$ cat src/rtl/b2sram_pkg.sv
package b2sram_pkg;
    // slots from the command slot to the first write beat
    localparam int WR_GAP_SLOTS = 2;
    // slots from the command slot to the first returned read beat
    localparam int RD_GAP_SLOTS = 5;

    typedef struct packed {
        logic rd_n;
        logic wr_n;
    } cmd_pins_t;
endpackage

$ cat src/rtl/b2sram_sched.sv
module b2sram_sched #(
    parameter int WR_LAT = 2,
    parameter int RD_LAT = 5
) (
    input  logic clk,
    input  logic rst_n,
    input  logic tag_full,
    input  logic issue_rd,
    input  logic issue_wr,
    output logic ok_rd,
    output logic ok_wr,
    output logic kslot
);
    // map bit k describes the slot k cycles after the current one
    localparam int WOFS = 1 + WR_LAT;
    localparam int ROFS = 1 + RD_LAT;
    localparam int HOR  = (ROFS > WOFS) ? ROFS + 3 : WOFS + 3;

    typedef struct packed {
        logic           kslot;
        logic [HOR-1:0] host;
        logic [HOR-1:0] mem;
    } st_t;

    st_t q, d;
    logic [HOR-1:0] set_h, set_m;

    always_comb begin
        ok_wr = !q.kslot;
        for (int k = WOFS - 1; k <= WOFS + 2; k++)
            if (q.mem[k]) ok_wr = 1'b0;
        for (int k = WOFS; k <= WOFS + 1; k++)
            if (q.host[k]) ok_wr = 1'b0;

        ok_rd = !q.kslot && !tag_full;
        for (int k = ROFS - 1; k <= ROFS + 2; k++)
            if (q.host[k]) ok_rd = 1'b0;
        for (int k = ROFS; k <= ROFS + 1; k++)
            if (q.mem[k]) ok_rd = 1'b0;

        set_h = '0;
        set_m = '0;
        if (issue_wr) begin
            set_h[WOFS]     = 1'b1;
            set_h[WOFS + 1] = 1'b1;
        end
        if (issue_rd) begin
            set_m[ROFS]     = 1'b1;
            set_m[ROFS + 1] = 1'b1;
        end

        d.host  = (q.host | set_h) >> 1;
        d.mem   = (q.mem | set_m) >> 1;
        d.kslot = !q.kslot;
    end

    always_ff @(posedge clk) begin
        if (!rst_n) begin
            q.kslot <= 1'b0;
            q.host  <= '0;
            q.mem   <= '0;
        end else begin
            q <= d;
        end
    end

    assign kslot = q.kslot;
endmodule

$ cat src/rtl/b2sram_wrpipe.sv
module b2sram_wrpipe #(
    parameter int DATA_W = 36,
    parameter int NBYTES = 4,
    parameter int WR_LAT = 2
) (
    input  logic                  clk,
    input  logic                  rst_n,
    input  logic                  issue_wr,
    input  logic [2*DATA_W-1:0]   wdata,
    input  logic [2*NBYTES-1:0]   wmask,
    output logic [DATA_W-1:0]     dq_out,
    output logic                  dq_oe,
    output logic [NBYTES-1:0]     bw_n
);
    localparam int DEPTH = WR_LAT + 1;

    typedef struct packed {
        logic              v;
        logic [DATA_W-1:0] d;
        logic [NBYTES-1:0] bwn;
    } slot_t;

    typedef struct packed {
        slot_t [DEPTH-1:0] pipe;
        slot_t             out;
    } st_t;

    st_t q, d;

    always_comb begin
        for (int k = 0; k < DEPTH - 1; k++)
            d.pipe[k] = q.pipe[k + 1];
        d.pipe[DEPTH-1].v   = 1'b0;
        d.pipe[DEPTH-1].d   = '0;
        d.pipe[DEPTH-1].bwn = '1;
        if (issue_wr) begin
            d.pipe[WR_LAT-1].v   = 1'b1;
            d.pipe[WR_LAT-1].d   = wdata[DATA_W-1:0];
            d.pipe[WR_LAT-1].bwn = ~wmask[NBYTES-1:0];
            d.pipe[WR_LAT].v     = 1'b1;
            d.pipe[WR_LAT].d     = wdata[2*DATA_W-1:DATA_W];
            d.pipe[WR_LAT].bwn   = ~wmask[2*NBYTES-1:NBYTES];
        end
        d.out = q.pipe[0];
    end

    always_ff @(posedge clk) begin
        if (!rst_n) begin
            for (int k = 0; k < DEPTH; k++) begin
                q.pipe[k].v   <= 1'b0;
                q.pipe[k].d   <= '0;
                q.pipe[k].bwn <= '1;
            end
            q.out.v   <= 1'b0;
            q.out.d   <= '0;
            q.out.bwn <= '1;
        end else begin
            q <= d;
        end
    end

    assign dq_out = q.out.d;
    assign dq_oe  = q.out.v;
    assign bw_n   = q.out.bwn;
endmodule

$ cat src/rtl/b2sram_rdcap.sv
module b2sram_rdcap #(
    parameter int DATA_W    = 36,
    parameter int TAG_W     = 4,
    parameter int TAG_DEPTH = 4
) (
    input  logic                clk,
    input  logic                rst_n,
    input  logic                issue_rd,
    input  logic [TAG_W-1:0]    issue_tag,
    input  logic [DATA_W-1:0]   dq_in,
    input  logic                qvld,
    output logic                rsp_valid,
    output logic [2*DATA_W-1:0] rsp_data,
    output logic [TAG_W-1:0]    rsp_tag,
    output logic                tag_full
);
    // TAG_DEPTH is a power of two so pointers wrap on their own
    localparam int PTR_W = (TAG_DEPTH > 1) ? $clog2(TAG_DEPTH) : 1;
    localparam int CNT_W = PTR_W + 1;

    typedef struct packed {
        logic [TAG_DEPTH-1:0][TAG_W-1:0] tags;
        logic [PTR_W-1:0]                wptr;
        logic [PTR_W-1:0]                rptr;
        logic [CNT_W-1:0]                cnt;
        logic                            second;
        logic [DATA_W-1:0]               low;
        logic                            rv;
        logic [2*DATA_W-1:0]             rd;
        logic [TAG_W-1:0]                rt;
    } st_t;

    st_t  q, d;
    logic pop;

    always_comb begin
        d   = q;
        pop = qvld && q.second;

        if (issue_rd) begin
            d.tags[q.wptr] = issue_tag;
            d.wptr         = q.wptr + 1'b1;
        end
        if (pop)
            d.rptr = q.rptr + 1'b1;

        case ({issue_rd, pop})
            2'b10:   d.cnt = q.cnt + 1'b1;
            2'b01:   d.cnt = q.cnt - 1'b1;
            default: d.cnt = q.cnt;
        endcase

        if (qvld) begin
            d.second = !q.second;
            if (!q.second)
                d.low = dq_in;
        end

        d.rv = pop;
        if (pop) begin
            d.rd = {dq_in, q.low};
            d.rt = q.tags[q.rptr];
        end
    end

    always_ff @(posedge clk) begin
        if (!rst_n) begin
            q <= '0;
        end else begin
            q <= d;
        end
    end

    assign tag_full  = (q.cnt == CNT_W'(TAG_DEPTH));
    assign rsp_valid = q.rv;
    assign rsp_data  = q.rd;
    assign rsp_tag   = q.rt;
endmodule

$ cat src/rtl/b2sram_ctrl.sv
module b2sram_ctrl
    import b2sram_pkg::*;
#(
    parameter int ADDR_W    = 19,
    parameter int DATA_W    = 36,
    parameter int BYTE_W    = 9,
    parameter int TAG_W     = 4,
    parameter int TAG_DEPTH = 4,
    localparam int NBYTES   = DATA_W / BYTE_W
) (
    input  logic                clk,
    input  logic                rst_n,
    input  logic                req_valid,
    output logic                req_ready,
    input  logic                req_write,
    input  logic [ADDR_W-1:0]   req_addr,
    input  logic [2*DATA_W-1:0] req_wdata,
    input  logic [2*NBYTES-1:0] req_wmask,
    input  logic [TAG_W-1:0]    req_tag,
    output logic                rsp_valid,
    output logic [2*DATA_W-1:0] rsp_data,
    output logic [TAG_W-1:0]    rsp_tag,
    output logic                sram_kslot,
    output logic [ADDR_W-1:0]   sram_addr,
    output logic                sram_rd_n,
    output logic                sram_wr_n,
    output logic [DATA_W-1:0]   sram_dq_out,
    output logic                sram_dq_oe,
    output logic [NBYTES-1:0]   sram_bw_n,
    input  logic [DATA_W-1:0]   sram_dq_in,
    input  logic                sram_qvld
);
    typedef struct packed {
        logic [ADDR_W-1:0] addr;
        cmd_pins_t         cmd;
    } st_t;

    st_t  q, d;
    logic ok_rd, ok_wr, tag_full;
    logic take_rd, take_wr;

    assign req_ready = req_write ? ok_wr : ok_rd;
    assign take_rd   = req_valid && !req_write && ok_rd;
    assign take_wr   = req_valid && req_write && ok_wr;

    b2sram_sched #(
        .WR_LAT (WR_GAP_SLOTS),
        .RD_LAT (RD_GAP_SLOTS)
    ) u_sched (
        .clk      (clk),
        .rst_n    (rst_n),
        .tag_full (tag_full),
        .issue_rd (take_rd),
        .issue_wr (take_wr),
        .ok_rd    (ok_rd),
        .ok_wr    (ok_wr),
        .kslot    (sram_kslot)
    );

    b2sram_wrpipe #(
        .DATA_W (DATA_W),
        .NBYTES (NBYTES),
        .WR_LAT (WR_GAP_SLOTS)
    ) u_wrpipe (
        .clk      (clk),
        .rst_n    (rst_n),
        .issue_wr (take_wr),
        .wdata    (req_wdata),
        .wmask    (req_wmask),
        .dq_out   (sram_dq_out),
        .dq_oe    (sram_dq_oe),
        .bw_n     (sram_bw_n)
    );

    b2sram_rdcap #(
        .DATA_W    (DATA_W),
        .TAG_W     (TAG_W),
        .TAG_DEPTH (TAG_DEPTH)
    ) u_rdcap (
        .clk       (clk),
        .rst_n     (rst_n),
        .issue_rd  (take_rd),
        .issue_tag (req_tag),
        .dq_in     (sram_dq_in),
        .qvld      (sram_qvld),
        .rsp_valid (rsp_valid),
        .rsp_data  (rsp_data),
        .rsp_tag   (rsp_tag),
        .tag_full  (tag_full)
    );

    always_comb begin
        d          = q;
        d.cmd.rd_n = !take_rd;
        d.cmd.wr_n = !take_wr;
        if (take_rd || take_wr)
            d.addr = req_addr;
    end

    always_ff @(posedge clk) begin
        if (!rst_n) begin
            q.addr     <= '0;
            q.cmd.rd_n <= 1'b1;
            q.cmd.wr_n <= 1'b1;
        end else begin
            q <= d;
        end
    end

    assign sram_addr = q.addr;
    assign sram_rd_n = q.cmd.rd_n;
    assign sram_wr_n = q.cmd.wr_n;
endmodule

$ cat config.mk
export PLATFORM = sky130hd
export DESIGN_NAME = b2sram_ctrl
export DESIGN_NICKNAME = d
export VERILOG_FILES = /design/src/rtl/b2sram_pkg.sv /design/src/rtl/b2sram_sched.sv /design/src/rtl/b2sram_wrpipe.sv /design/src/rtl/b2sram_rdcap.sv /design/src/rtl/b2sram_ctrl.sv
export SDC_FILE = /design/constraint.sdc
export NUM_CORES = 1
export LEC_CHECK = 0
export ABC_AREA = 1
export BUFFER_PORTS_ARGS = -buffer_cell sky130_fd_sc_hd__buf_2
export CAP_MARGIN = 10
export CORE_MARGIN = 2
export CORE_UTILIZATION = 53
export CTS_BUF_LIST = sky130_fd_sc_hd__clkbuf_8 sky130_fd_sc_hd__clkbuf_16
export DETAILED_ROUTE_END_ITERATION = 10
export PLACE_DENSITY = 0.82
export SYNTH_ARGS = -nofsm -noshare
export SYNTH_HDL_FRONTEND = slang
export SYNTH_SLANG_ARGS = --single-unit
export TNS_END_PERCENT = 5
$ cat constraint.sdc
create_clock -name clk -period 2.7 [get_ports clk]
set_clock_uncertainty 0.2 [all_clocks]
set_input_delay 0.27 -clock clk [delete_from_list [all_inputs] [get_ports clk]]
set_output_delay 0.27 -clock clk [all_outputs]
set_load 0.05 [all_outputs]
==> flow_summary.ini, run 1 <==
[detailed_routing]
wl_per_cell_um = 15.2
ant_nets = 0
vias_per_cell = 4.95
drt_pre_antenna_iters = 5
wirelength_um = 31300
drtIter0Drc = 658
drc_errors = 0
dr_total_vias = 10200

[sta]
period_share = 0.860
slew_headroom = 0.423
rsz0062_at_grt = no
whs_ns = 0.0900
hold_viol = 0
fin_crit_ns = 2.32
finalSetupViolCount = 0
drv_slew = 0
worst_slew_pin_slew_ns = 0.866
fmax_ghz = 0.430
setup_tns_ns = 0

[logic_synthesis]
ys_warn_count = 0
synth_adder_area_share = 0.00701
yosys_register_bits = 328
syn_nets = 1623
synthMuxAreaShare = 0
synthTopCellsByArea = dfxtp_1 (56%), nand2_1 (12%), buf_4 (7.6%)
yosys.area_share.simple = 0.242
synth_cell_type_count = 25
postSynthAreaPerCell_sq_um = 8.00
synthCells = 1473
synth.largest_area_cell = dfxtp_1
netlist.area_leader.share = 0.557
synth-seq-area-share = 0.557
synth-xor-area-share = 0.000743
syn_area_sq_um = 11800
synth-compound-area-share = 0.0365
synth_top_family_by_area = simple AND/OR/NAND/NOR gates

[grt]
grt_pass1_wl_um = 50500
antenna_found_initial = 5
grt_pass1_vias = 10400
grt_start_max_net_pins = 146
globalRoute.totalOverflow = 0
grt_usage = 0.260

[setup_path]
crit_path_end_kind = flip-flop
r2r_start = u_sched.kslot
timing.rr.end = u_wrpipe.d[42]
required_ns = 2.95
cp-start-kind = flip-flop
arrival_ns = 2.57
path_class = reg2reg
crit_fanout = 82
r2r_cells = 6
r2r_setup_slack_ns = 0.38

[clock_network]
clk_latency_ns = 0.50
htree_levels = 2
cts_buffers = 34
root_buffer = clkbuf_16
clk_pin_slew_ns = 0.06
postCtsResizedCells = 0
cts_tree = built
clock_sinks = 328
clockBufferDepth = 3

[placed_design]
globalplace.congestion = 0.807
io_buffers = 284
dp_hpwl_um = 16800

[final_layout]
multiInputGateArea_sq_um = 3390
layout-drive-gt1-share = 0.206
fin_nets = 1904
fillers = 1577
syn2layout_area_growth_pct = 27.0
seq_area_sq_um = 6570

[power_and_ir_drop]
p_leak_nw = 8.12
power_frac_clock = 0.417
finalPower_mw = 10.7
ir_worst_vdd_uv = 470
intPower_mw = 8.00
p_seq_frac = 0.477
switching_power_mw = 2.73
power.density_nw_per_um2 = 717
p_sw_frac = 0.254
comb_power_share = 0.106

[floorplan]
rows = 54
die_h_um = 153
fp.coreArea_sq_um = 21800
dieArea_sq_um = 23400
dieWidth_um = 153
start_util = 0.540
pin_count = 285

[outcome]
status = finished, final reports clean

[min_path]
whs_path_depth = 6
holdPathEnd = u_wrpipe.q[123]
hp-start = req_write
hp-class = in2reg

[job]
max_cap_viol_count = 0
metrics by stage:
| step | utilization | setup WS (ns) | instance area (sq um) | std cells |
|---|---|---|---|---|
| 2_1_floorplan | - | 0.315 | 11800 | 1473 |
| 3_5_place_dp | 0.570 | 0.536 | 12400 | 1856 |
| 6_report | 0.686 | 0.377 | 15000 | 2063 |
| 3_3_place_gp | 0.570 | 0.585 | 12400 | 1856 |
| 4_1_cts | 0.685 | 0.398 | 14900 | 2057 |
| 5_1_grt | 0.686 | 0.255 | 15000 | 2062 |
placed cells by master, fill, tap and decap left out, types with 5 or more instances in the layout:
master and count:
nand2_1 378, dfxtp_1 328, buf_2 283, nor2_1 169
inv_1 162, dlygate4sd3_1 142, nand3_1 133, o21ai_0 49
clkbuf_16 34, a21oi_1 31, or2_2 8, buf_4 8
clkbuf_8 7, diode_2 6, clkinv_2 6, ha_1 5
how the worst max path moves through the flow:
stage / from / slack (ns) / to / depth (start not counted)
after CTS: u_sched.kslot / 0.40 / u_wrpipe.d[42] / 6
after global routing: u_sched.kslot / 0.26 / u_wrpipe.d[42] / 6
after detailed placement: req_write / 0.54 / u_rdcap.q[116] / 11
after floorplan: u_sched.kslot / 0.32 / u_rdcap.q[116] / 11
final: u_sched.kslot / 0.38 / u_wrpipe.d[42] / 6
after global placement: req_write / 0.59 / u_rdcap.q[116] / 11
cells by family (layout without fill, tap and decap cells):
logic type                 count (synthesis)  after routing
other                                      0              6
xor gates and xnor gates                   1              1
buffers and inverters                    353            657
and+or+nand+nor                          701            701
adders and majority gates                  6              6
AOI/OAI and AO/OA                         84             84
DFF                                      328            328
synthesized netlist by cell type:
library cell	number
buf_4	120
o21ai_0	49
nand4_2	1
inv_2	4
nor2_2	3
nand3_1	133
nand2_1	379
nand4_1	4
inv_1	157
dfxtp_1	328
nor3_1	2
buf_1	3
ha_1	5
nor2_4	1
clkinv_1	1
clkbuf_1	30
or2_2	8
xor2_1	1
a21oi_1	31
buf_6	2
fa_1	1
nor2_1	169
and3_1	1
o211ai_1	4
buf_2	36
area by class of cell:
| class | count | area share |
|---|---|---|
| diodes | 6 | 0.00100 |
| clock buffers | 40 | 0.0624 |
| clock inverters | 19 | 0.00962 |
| inverters | 162 | 0.0406 |
| multi-input cells | 792 | 0.227 |
| flip-flops and latches | 328 | 0.439 |
| well taps | 280 | 0.0234 |
| repair buffers | 436 | 0.197 |
worst max-delay path: stages, from the launching register on:
cell           delay [ns]
dfxtp_1              0.36
nor2_1               0.10
nand4_4              0.11
buf_4                0.69
nand2_1              0.12
o211ai_1             0.11
dlygate4sd3_1        0.56
per-layer routing:
| metal | share of wire | GRT usage | vias to the layer above |
|---|---|---|---|
| met1 | 0.39 | 0.293 | 4720 |
| met3 | 0.054 | 0.0491 | 151 |
| li1 | - | - | 4918 |
| met5 | 0 | 0 | - |
| met2 | 0.50 | 0.455 | 424 |
| met4 | 0.060 | 0.162 | 0 |
sequential cells by signal, indices dropped and copies added, names as in the netlist:
name,cells
u_rdcap.rsp_tag,4
u_wrpipe.bw_n,4
sram_rd_n,1
u_rdcap.rsp_data,72
u_rdcap.q,60
u_sched.kslot,1
sram_addr,19
u_rdcap.rsp_valid,1
u_sched.q,5
u_wrpipe.dq_oe,1
u_wrpipe.d,82
u_wrpipe.dq_out,36
u_wrpipe.q,41
sram_wr_n,1
power by group through the flow:
stage	Combinational [mW]	Sequential (mW)	Clock [mW]
3_5_place_dp	0.944	5.21	0
5_1_grt	1.23	5.13	4.75
3_3_place_gp	0.926	5.21	0
4_1_cts	1.11	5.11	4.53
2_1_floorplan	0.607	5.31	0
6_report	1.14	5.12	4.48
timing repair:
item                                   in CTS  in global routing
buffers inserted                            0                  0
hold buffers                              142                  0
endpoints found under the hold margin     193                  0
Note: power is estimated with default switching activity, not from simulation.
==> inputs of run 2 (changes only) <==
--- a/config.mk
+++ b/config.mk
@@ -6,13 +6,13 @@
 export NUM_CORES = 1
 export LEC_CHECK = 0
 export ABC_AREA = 1
-export BUFFER_PORTS_ARGS = -buffer_cell sky130_fd_sc_hd__buf_2
 export CAP_MARGIN = 10
 export CORE_MARGIN = 2
-export CORE_UTILIZATION = 53
+export CORE_UTILIZATION = 62
 export CTS_BUF_LIST = sky130_fd_sc_hd__clkbuf_8 sky130_fd_sc_hd__clkbuf_16
 export DETAILED_ROUTE_END_ITERATION = 10
-export PLACE_DENSITY = 0.82
+export DONT_BUFFER_PORTS = 1
+export PLACE_DENSITY = 0.81
 export SYNTH_ARGS = -nofsm -noshare
 export SYNTH_HDL_FRONTEND = slang
 export SYNTH_SLANG_ARGS = --single-unit
==> flow_summary.ini, run 2 (synthesis gave the netlist of run 1 again) <==
[power_and_ir_drop]
p_seq_frac = 0.490
comb_power_share = 0.073
p_leak_nw = 7.54
power_frac_clock = 0.436
intPower_mw = 8.33
p_sw_frac = 0.244
switching_power_mw = 2.68
power.density_nw_per_um2 = 735
ir_worst_vdd_uv = 598

[detailed_routing]
dr_total_vias = 10100
ant_nets = 0
drt_pre_antenna_iters = 7
wl_per_cell_um = 17.7
vias_per_cell = 5.37
wirelength_um = 33200
drc_errors = 0
drtIter0Drc = 688

[clock_network]
root_buffer = clkbuf_16
clk_latency_ns = 0.50
cts_tree = built
htree_levels = 2
clock_sinks = 328
clockBufferDepth = 3
cts_buffers = 34
clk_pin_slew_ns = 0.06

[final_layout]
top_register = u_wrpipe.d
final_cell_mix = nand2_1 (378), dfxtp_1 (328), dlygate4sd3_1 (282)
largest_register_ffs = 82
fin_cells = 1873
layout-drive-gt1-share = 0.0502
final_area_sq_um = 15000
syn2layout_area_growth_pct = 27.2
fin_nets = 1761
layout_commonest_cell = nand2_1

[floorplan]
fp.coreArea_sq_um = 18700
die_h_um = 142
pin_count = 285
dieWidth_um = 142
start_util = 0.630
dieArea_sq_um = 20100
rows = 50

[grt]
grt_start_max_net_pins = 140
grt_pass1_wl_um = 51800
globalRoute.totalOverflow = 0
grt_pass1_vias = 10200
antenna_found_initial = 5
grt_usage = 0.322

[sta]
fmax_ghz = 0.378
fin_crit_ns = 2.65
worst_slew_pin_slew_ns = 0.820
hold_viol = 0
period_share = 0.981
rsz0062_at_grt = yes
drv_slew = 0
slew_headroom = 0.453
finalSetupViolCount = 0

[placed_design]
io_buffers = 0
dp_hpwl_um = 14400
dp_cells = 1525
globalplace.congestion = 0.818
placed_cell_area_sq_um = 10900

[setup_path]
required_ns = 2.94
crit_fanout = 8
cp-start-kind = flip-flop
r2r_start = u_rdcap.q[114]
r2r_cells = 8
crit_path_end_kind = flip-flop
r2r_setup_slack_ns = 0.05
path_class = reg2reg
timing.rr.end = u_rdcap.q[131]
arrival_ns = 2.89

[min_path]
hp-start = req_valid
holdPathEnd = u_rdcap.q[123]
hp-class = in2reg
whs_path_depth = 3

[job]
max_cap_viol_count = 0

[outcome]
status = finished, final reports clean
[run 2: cell types whose count changed in the layout (fill, tap and decap cells not counted), moves of 2 or more]
cell	previous run	this run
bufinv_16	1	4
clkinvlp_4	3	1
dlygate4sd3_1	142	282
clkinv_2	6	4
buf_2	283	0
[run 2: layout make-up]
type | count | area, sq um
diodes | 7 | 17.5
clock buffers | 41 | 958
clock inverters | 16 | 196
fillers | 1028 | 3720
inverters | 162 | 608
multi-input cells | 792 | 3400
flip-flops and latches | 328 | 6570
well taps | 234 | 293
repair buffers | 293 | 2950
[run 2: what timing repair did]
item / CTS / global route
resized for setup: 0 / 3
hold buffers: 283 / 0
endpoints found under the setup margin: 0 / 38
endpoints found under the hold margin: 315 / 0
buffers inserted: 0 / 1
[run 2: power groups by stage]
stage                     registers [mW]  logic, mW  clock network [mW]
after floorplan                     5.31      0.607                   0
after global placement              5.48      0.395                   0
after detailed placement            5.49      0.411                   0
after CTS                           5.39      0.754                4.79
after global routing                5.41      0.879                5.06
final                               5.40      0.806                4.80
[run 2: critical path, stage by stage (launching register included)]
cell	delay, ns
dfxtp_1	0.39
nor2_1	0.07
nand2_1	0.17
nand4_1	0.37
nand2_1	0.16
nand2_1	0.06
dlygate4sd3_1	0.56
nor2_1	0.08
dlygate4sd3_1	0.54
[run 2: worst max-delay path by stage]
stage | start | endpoint | slack, ns
floorplan | u_sched.kslot | u_rdcap.q[116] | 0.32
global placement | u_sched.kslot | u_rdcap.q[116] | 0.69
detailed placement | u_sched.kslot | u_rdcap.q[116] | 0.54
CTS | u_sched.kslot | u_rdcap.q[131] | 0.09
global route | u_rdcap.q[119] | u_rdcap.q[131] | -0.09
finish | u_rdcap.q[114] | u_rdcap.q[131] | 0.05
[run 2: through the flow]
step | utilization | hold WS (ns) | TNS, ns | power, mW | setup slack (ns)
6_report | 0.801 | 0.0200 | 0 | 11.0 | 0.0519
5_1_grt | 0.801 | 0.0477 | -0.0988 | 11.3 | -0.0925
4_1_cts | 0.799 | 0.00403 | 0 | 10.9 | 0.0865
3_5_place_dp | 0.585 | 0.144 | 0 | 5.90 | 0.535
3_3_place_gp | 0.585 | 0.140 | 0 | 5.88 | 0.685
2_1_floorplan | - | 0.140 | 0 | 5.91 | 0.315
[run 2: routing by layer]
layer	global-route usage	share of wire	vias to the layer above
li1	-	-	4635
met2	0.582	0.51	547
met4	0.194	0.060	0
met3	0.0692	0.071	163
met5	0	0	-
met1	0.345	0.36	4716
